===== src/rtl/rtc_trim_pkg.sv =====
package rtc_trim_pkg;
    // input clocks represented by one unit of the calibration value
    localparam int CAL_STEP = 4;

    // length of a second given the seconds-in-minute position and the trim
    function automatic int sec_length(input int ticks, input bit first, input int cal);
        return first ? (ticks - CAL_STEP * cal) : ticks;
    endfunction
endpackage


===== src/rtl/rtc_trim_cal_reg.sv =====
module rtc_trim_cal_reg #(
    parameter int CAL_W = 8
) (
    input  logic             clk,
    input  logic             rst_n,
    input  logic             run_en,
    input  logic             sec_pulse,
    input  logic             cal_wr,
    input  logic [CAL_W-1:0] cal_val,
    output logic [CAL_W-1:0] cal_q
);
    logic [CAL_W-1:0] cal_d;
    logic             take;

    always_comb begin
        take  = cal_wr && (!run_en || sec_pulse);
        cal_d = take ? cal_val : cal_q;
    end

    always_ff @(posedge clk or negedge rst_n) begin
        if (!rst_n) cal_q <= '0;
        else        cal_q <= cal_d;
    end

    // a write outside the allowed window leaves the value alone
    assert_cal_hold_R4: assert property (@(posedge clk) disable iff (!rst_n)
        (!cal_wr || (run_en && !sec_pulse)) |=> $stable(cal_q));
    // an allowed write lands in the register
    assert_cal_load_R4: assert property (@(posedge clk) disable iff (!rst_n)
        (cal_wr && (!run_en || sec_pulse)) |=> (cal_q == $past(cal_val)));
endmodule


===== src/rtl/rtc_trim_len.sv =====
module rtc_trim_len
    import rtc_trim_pkg::*;
#(
    parameter int TICKS_PER_SEC = 32768,
    parameter int CAL_W         = 8,
    parameter int CNT_W         = 16
) (
    input  logic             first_sec,
    input  logic [CAL_W-1:0] cal,
    output logic [CNT_W-1:0] last_cnt,
    output logic [CNT_W-1:0] mid_cnt
);
    int cal_i;
    int len_i;

    always_comb begin
        cal_i    = int'($signed(cal));
        len_i    = sec_length(TICKS_PER_SEC, first_sec, cal_i);
        last_cnt = CNT_W'(len_i - 1);
        mid_cnt  = CNT_W'((len_i / 2) - 1);
    end

    // midpoint lies strictly inside the second
    always_comb begin
        assert_mid_inside_R6: assert (mid_cnt < last_cnt);
    end
endmodule


===== src/rtl/rtc_trim_div.sv =====
module rtc_trim_div #(
    parameter int CNT_W = 16
) (
    input  logic             clk,
    input  logic             rst_n,
    input  logic             run_en,
    input  logic [CNT_W-1:0] last_cnt,
    input  logic [CNT_W-1:0] mid_cnt,
    output logic             wrap,
    output logic             tick_1hz,
    output logic             tick_2hz
);
    typedef struct packed {
        logic [CNT_W-1:0] cnt;
        logic             t1;
        logic             t2;
    } div_st_t;

    div_st_t st_d, st_q;

    always_comb begin
        st_d = '0;
        wrap = run_en && (st_q.cnt == last_cnt);
        if (run_en) begin
            st_d.cnt = wrap ? '0 : st_q.cnt + 1'b1;
            st_d.t1  = wrap;
            st_d.t2  = wrap || (st_q.cnt == mid_cnt);
        end
    end

    always_ff @(posedge clk or negedge rst_n) begin
        if (!rst_n) st_q <= '0;
        else        st_q <= st_d;
    end

    assign tick_1hz = st_q.t1;
    assign tick_2hz = st_q.t2;

    // the count never runs past the end of the current second
    assert_cnt_range_R2: assert property (@(posedge clk) disable iff (!rst_n)
        run_en |-> (st_q.cnt <= last_cnt));
    // the seconds pulse coincides with a fresh count
    assert_pulse_at_zero_R5: assert property (@(posedge clk) disable iff (!rst_n)
        st_q.t1 |-> (st_q.cnt == '0));
    // the seconds pulse is one cycle wide
    assert_pulse_width_R5: assert property (@(posedge clk) disable iff (!rst_n)
        st_q.t1 |=> !st_q.t1);
    // every seconds pulse is also a half-second pulse
    assert_half_with_sec_R6: assert property (@(posedge clk) disable iff (!rst_n)
        st_q.t1 |-> st_q.t2);
    // disabled means zero count next cycle
    assert_hold_zero_R8: assert property (@(posedge clk) disable iff (!rst_n)
        !run_en |=> (st_q.cnt == '0 && !st_q.t1 && !st_q.t2));
endmodule


===== src/rtl/rtc_trim_secs.sv =====
module rtc_trim_secs #(
    parameter int SECS_PER_MIN = 60
) (
    input  logic clk,
    input  logic rst_n,
    input  logic run_en,
    input  logic wrap,
    output logic first_sec,
    output logic tick_min
);
    localparam int SEC_W = $clog2(SECS_PER_MIN);
    localparam logic [SEC_W-1:0] SEC_LAST = SEC_W'(SECS_PER_MIN - 1);

    typedef struct packed {
        logic [SEC_W-1:0] sec;
        logic             mn;
    } sec_st_t;

    sec_st_t st_d, st_q;

    always_comb begin
        st_d = '0;
        if (run_en) begin
            st_d.sec = st_q.sec;
            if (wrap) st_d.sec = (st_q.sec == SEC_LAST) ? '0 : st_q.sec + 1'b1;
            st_d.mn  = wrap && (st_q.sec == SEC_LAST);
        end
    end

    always_ff @(posedge clk or negedge rst_n) begin
        if (!rst_n) st_q <= '0;
        else        st_q <= st_d;
    end

    assign first_sec = (st_q.sec == '0);
    assign tick_min  = st_q.mn;

    // seconds count stays inside the minute
    assert_sec_range_R7: assert property (@(posedge clk) disable iff (!rst_n)
        st_q.sec <= SEC_LAST);
    // minute marker coincides with the wrap to zero
    assert_min_wrap_R7: assert property (@(posedge clk) disable iff (!rst_n)
        st_q.mn |-> (st_q.sec == '0));
endmodule


===== src/rtl/rtc_trim_prescaler.sv =====
module rtc_trim_prescaler
    import rtc_trim_pkg::*;
#(
    parameter int TICKS_PER_SEC = 32768,
    parameter int SECS_PER_MIN  = 60,
    parameter int CAL_W         = 8
) (
    input  logic             clk_xtal,
    input  logic             rst_n,
    input  logic             run_en,
    input  logic             cal_wr,
    input  logic [CAL_W-1:0] cal_val,
    output logic             tick_1hz,
    output logic             tick_2hz,
    output logic             tick_min
);
    localparam int MAX_LEN = TICKS_PER_SEC + CAL_STEP * (1 << (CAL_W - 1));
    localparam int CNT_W   = $clog2(MAX_LEN + 1);

    logic [CAL_W-1:0] cal_q;
    logic [CNT_W-1:0] last_cnt;
    logic [CNT_W-1:0] mid_cnt;
    logic             first_sec;
    logic             wrap;

    rtc_trim_cal_reg #(.CAL_W(CAL_W)) u_cal (
        .clk       (clk_xtal),
        .rst_n     (rst_n),
        .run_en    (run_en),
        .sec_pulse (tick_1hz),
        .cal_wr    (cal_wr),
        .cal_val   (cal_val),
        .cal_q     (cal_q)
    );

    rtc_trim_len #(
        .TICKS_PER_SEC (TICKS_PER_SEC),
        .CAL_W         (CAL_W),
        .CNT_W         (CNT_W)
    ) u_len (
        .first_sec (first_sec),
        .cal       (cal_q),
        .last_cnt  (last_cnt),
        .mid_cnt   (mid_cnt)
    );

    rtc_trim_div #(.CNT_W(CNT_W)) u_div (
        .clk      (clk_xtal),
        .rst_n    (rst_n),
        .run_en   (run_en),
        .last_cnt (last_cnt),
        .mid_cnt  (mid_cnt),
        .wrap     (wrap),
        .tick_1hz (tick_1hz),
        .tick_2hz (tick_2hz)
    );

    rtc_trim_secs #(.SECS_PER_MIN(SECS_PER_MIN)) u_secs (
        .clk       (clk_xtal),
        .rst_n     (rst_n),
        .run_en    (run_en),
        .wrap      (wrap),
        .first_sec (first_sec),
        .tick_min  (tick_min)
    );

    // minute marker only with a seconds pulse
    assert_min_with_sec_R7: assert property (@(posedge clk_xtal) disable iff (!rst_n)
        tick_min |-> tick_1hz);
    // no pulse follows a disabled edge
    assert_quiet_off_R8: assert property (@(posedge clk_xtal) disable iff (!rst_n)
        !run_en |=> (!tick_1hz && !tick_min));
endmodule


===== config.mk =====
export PLATFORM = sky130hd
export DESIGN_NAME = rtc_trim_prescaler
export DESIGN_NICKNAME = d
export VERILOG_FILES = /design/src/rtl/rtc_trim_pkg.sv /design/src/rtl/rtc_trim_cal_reg.sv /design/src/rtl/rtc_trim_len.sv /design/src/rtl/rtc_trim_div.sv /design/src/rtl/rtc_trim_secs.sv /design/src/rtl/rtc_trim_prescaler.sv
export SDC_FILE = /design/constraint.sdc
export NUM_CORES = 1
export LEC_CHECK = 0
export ABC_CLOCK_PERIOD_IN_PS = 4500
export CORE_AREA = 2 2 85 87
export CTS_BUF_LIST = sky130_fd_sc_hd__clkbuf_4
export DETAILED_ROUTE_END_ITERATION = 10
export DIE_AREA = 0 0 87 89
export DONT_BUFFER_PORTS = 1
export HOLD_SLACK_MARGIN = 0.15
export PLACE_DENSITY = 0.61
export SLEW_MARGIN = 30
export SYNTH_ARGS = -nofsm -noshare
export SYNTH_HDL_FRONTEND = slang
export SYNTH_SLANG_ARGS = --single-unit

===== constraint.sdc =====
create_clock -name clk_xtal -period 4.5 [get_ports clk_xtal]
set_input_delay 0.675 -clock clk_xtal [delete_from_list [all_inputs] [get_ports clk_xtal]]
set_output_delay 0.675 -clock clk_xtal [all_outputs]
set_load 0.01 [all_outputs]

==> reports/metrics.csv <==
metric,value,unit
die_w,87,microns
numCtsBuffers,5,
dieArea,7740,sq um
clkPwrFrac,21.2,%
p_sw,0.261,mW
intPower,0.480,mW
core_area,6720,sq um
synth_top_cell_by_area,dfrtp_1,
seq_power_share,45.2,%
synthFlopType,dfrtp_1,
relSlewSlack,48.4,%
drt_wl_total,5890,microns
cts.htree.levels,2,
synth_top_family_by_area,simple AND/OR/NAND/NOR gates,
utilization,41.5,%
grt_pass1_wl,10200,microns
reg2reg_to,u_div.st_q[11]$_DFF_PN0_,
cts_resized,0,
setup_tns,0,ns
synth_edf_count,0,
seqCellArea,826,sq um
diodes,0,
grt_max_degree,34,
syn_nets,308,
syn_area,2660,sq um
ir_drop,0.175,mV
max_freq,261,MHz
ys_async_sr_fraction,100,%
ys_seq_area_share,31.0,%
postSynthCellCount,291,
synth_mux_area_share,4.93,%
fin_area,2790,sq um
placed_area,2710,sq um
grt_pass1_vias,2094,
cts_tree,yes,
pre_cts_ws,0.683,ns
r2r-start,u_cal.cal_q[0]$_DFFE_PN0P_,
viasPerCell,5.99,
tightest_slew,0.768,ns
ant_nets,0,
min_path_type,in2reg,
slew_viol_final,0,
cp-end-kind,flop,
status,finished clean,
drive_above_1_share,11.6,%
setup_viol,0,
finClkSkew,0.00453,ns
worst_slack,0.664,ns
ios,15,
critPathKind,reg2reg,
cts-root-buf,clkbuf_4,
cts_setup_buffers,0,
hold_viol_final,0,
num_vias,2179,
yosys_register_bits,33,
startpoint_type,flop,
clk_pin_slew,0.10,ns
synth_common_cells,"dfrtp_1 (33), nor2_1 (29), xnor2_1 (19)",
nFillCells,653,
place_hpwl,4430,microns
syn_area_per_cell,9.15,sq um
rsz0062_at_grt,no,
worst-r2r-setup-slack,0.66,ns
holdPathEnd,u_secs.st_q[1]$_DFFE_PN0P_,
io_buffer_count,0,
initialDrtViolationCount,145,
synth_xor_area_share,13.6,%
ys_types,68,
synth_fa_ha_area_share,2.35,%
firstDrtPassIters,4,
multi_input_area,1740,sq um
hp-start,run_en,
path_max_fanout,15,
power_density,266,nW/um^2
yosysWarnings,0,
synth-simple-area-share,25.7,%
synth_top_area_share,31.0,%
rr_worst_depth,10,
cp.arrival,4.03,ns
synth_compound_area_share,18.6,%
period_minus_slack,3.84,ns
nets,301,
initial_core_util,39.6,%
antenna_found_initial,0,
p_leak,1.09,nW
min_path_cells,2,
hold-worst-slack,0.489,ns
cts_buffer_depth,2,
ctsHoldBuffers,1,
placementRows,30,
routabilityCongestion,0.948,
switching_share,35.2,%
p_comb_share,33.5,%
dieHeight,89,microns
synthTopCellsByArea,"dfrtp_1 (31%), xnor2_1 (6.2%), nor2_1 (4.1%), xor2_1 (3.9%), mux2_2 (3.8%)",
finalCritPeriodShare,85.2,%
clkSinkCount,33,
maxCapViolations,0,
crit_required,4.69,ns
area_growth,4.60,%
remaining_drc_errors,0,
clk_latency,0.32,ns
critical_path.startpoint,u_cal.cal_q[0]$_DFFE_PN0P_,
grt_overflow,0,
grt_usage,16.7,%
drt-wirelength-per-cell,16.2,microns
yosysMostFrequentCell,dfrtp_1,
==> cells by family (layout without fill, tap and decap cells) <==
kind of cell / count (synthesis) / in the layout
AND/OR/NAND/NOR: 122 / 122
AO/OA/AOI/OAI: 58 / 58
XOR/XNOR: 35 / 35
flip-flops: 33 / 33
buffers and inverters: 26 / 19
multiplexers: 12 / 12
adder cells (fa/ha/maj): 5 / 5
==> layer usage <==
metal  track usage (%)  vias to the layer above  wire [microns]  part of all wire (%)
met3              3.14                       10             246                   4.2
met2              27.6                       58            2820                    48
met4              5.68                        0              87                   1.5
met1              22.2                     1055            2730                    46
li1                  -                     1056               -                     -
met5                 0                        -               0                     0
==> flip-flops by register name (all words and copies together), names as in the netlist <==
signal / cells
u_cal.cal_q: 8
u_secs.st_q: 6
u_div.st_q: 16
u_secs.tick_min: 1
u_div.tick_1hz: 1
u_div.tick_2hz: 1
==> per-stage QoR <==
stage / std cells / power [mW]
6_report: 364 / 0.741
5_1_grt: 364 / 0.793
4_1_cts: 363 / 0.746
3_5_place_dp: 355 / 0.577
3_3_place_gp: 355 / 0.577
2_1_floorplan: 291 / 0.533
==> cells in the final DEF, fill, tap and decap left out, types with 3 or more instances in the layout <==
cell type,instances
o21ai_0,10
xor2_1,12
nor2b_1,3
o41ai_1,4
and3_1,7
nand2_1,18
or3_1,9
mux2_2,9
inv_1,8
ha_1,5
nand3b_1,3
nor4b_1,5
or2_2,3
nor3b_1,5
a21oi_1,8
nor2_1,29
xnor3_1,4
mux2i_1,3
nand3_1,12
dfrtp_1,33
xnor2_1,19
or4_1,3
clkbuf_4,6
nor4_1,3
nor3_1,5
==> worst max-delay path, cell delays in order (launching register included) <==
cell	delay, ns
dfrtp_1	0.50
inv_1	0.12
ha_1	0.28
or4b_4	0.51
or2_0	0.26
or3_4	0.37
a211oi_4	0.37
or3_1	0.19
nand3_1	0.30
o31ai_4	0.68
nor2_1	0.12
==> power by group through the flow <==
stage	clock (mW)	combinational [mW]	sequential, mW
2_1_floorplan	0	0.208	0.326
3_3_place_gp	0	0.236	0.341
3_5_place_dp	0	0.237	0.341
4_1_cts	0.166	0.246	0.334
5_1_grt	0.180	0.274	0.338
6_report	0.157	0.248	0.335
==> how the worst max path moves through the flow <==
stage,end,slack [ns],cells past startpoint
floorplan,u_secs.st_q[3]$_DFFE_PN0P_,0.90,13
global placement,u_div.st_q[10]$_DFF_PN0_,0.70,10
detailed placement,u_div.st_q[11]$_DFF_PN0_,0.68,10
CTS,u_div.st_q[11]$_DFF_PN0_,0.65,10
global route,u_div.st_q[11]$_DFF_PN0_,0.36,10
finish,u_div.st_q[11]$_DFF_PN0_,0.66,10
==> layout make-up <==
type                       count  share of cell area [%]
sequential                    33                    29.6
timing repair buffer           4                    1.62
multi-input combinational    232                    62.3
inverter                       8                    1.08
tap                           80                    3.59
clock buffer                   6                    1.62
clock inverter                 1                   0.135
(Power assumes the default switching activity.)
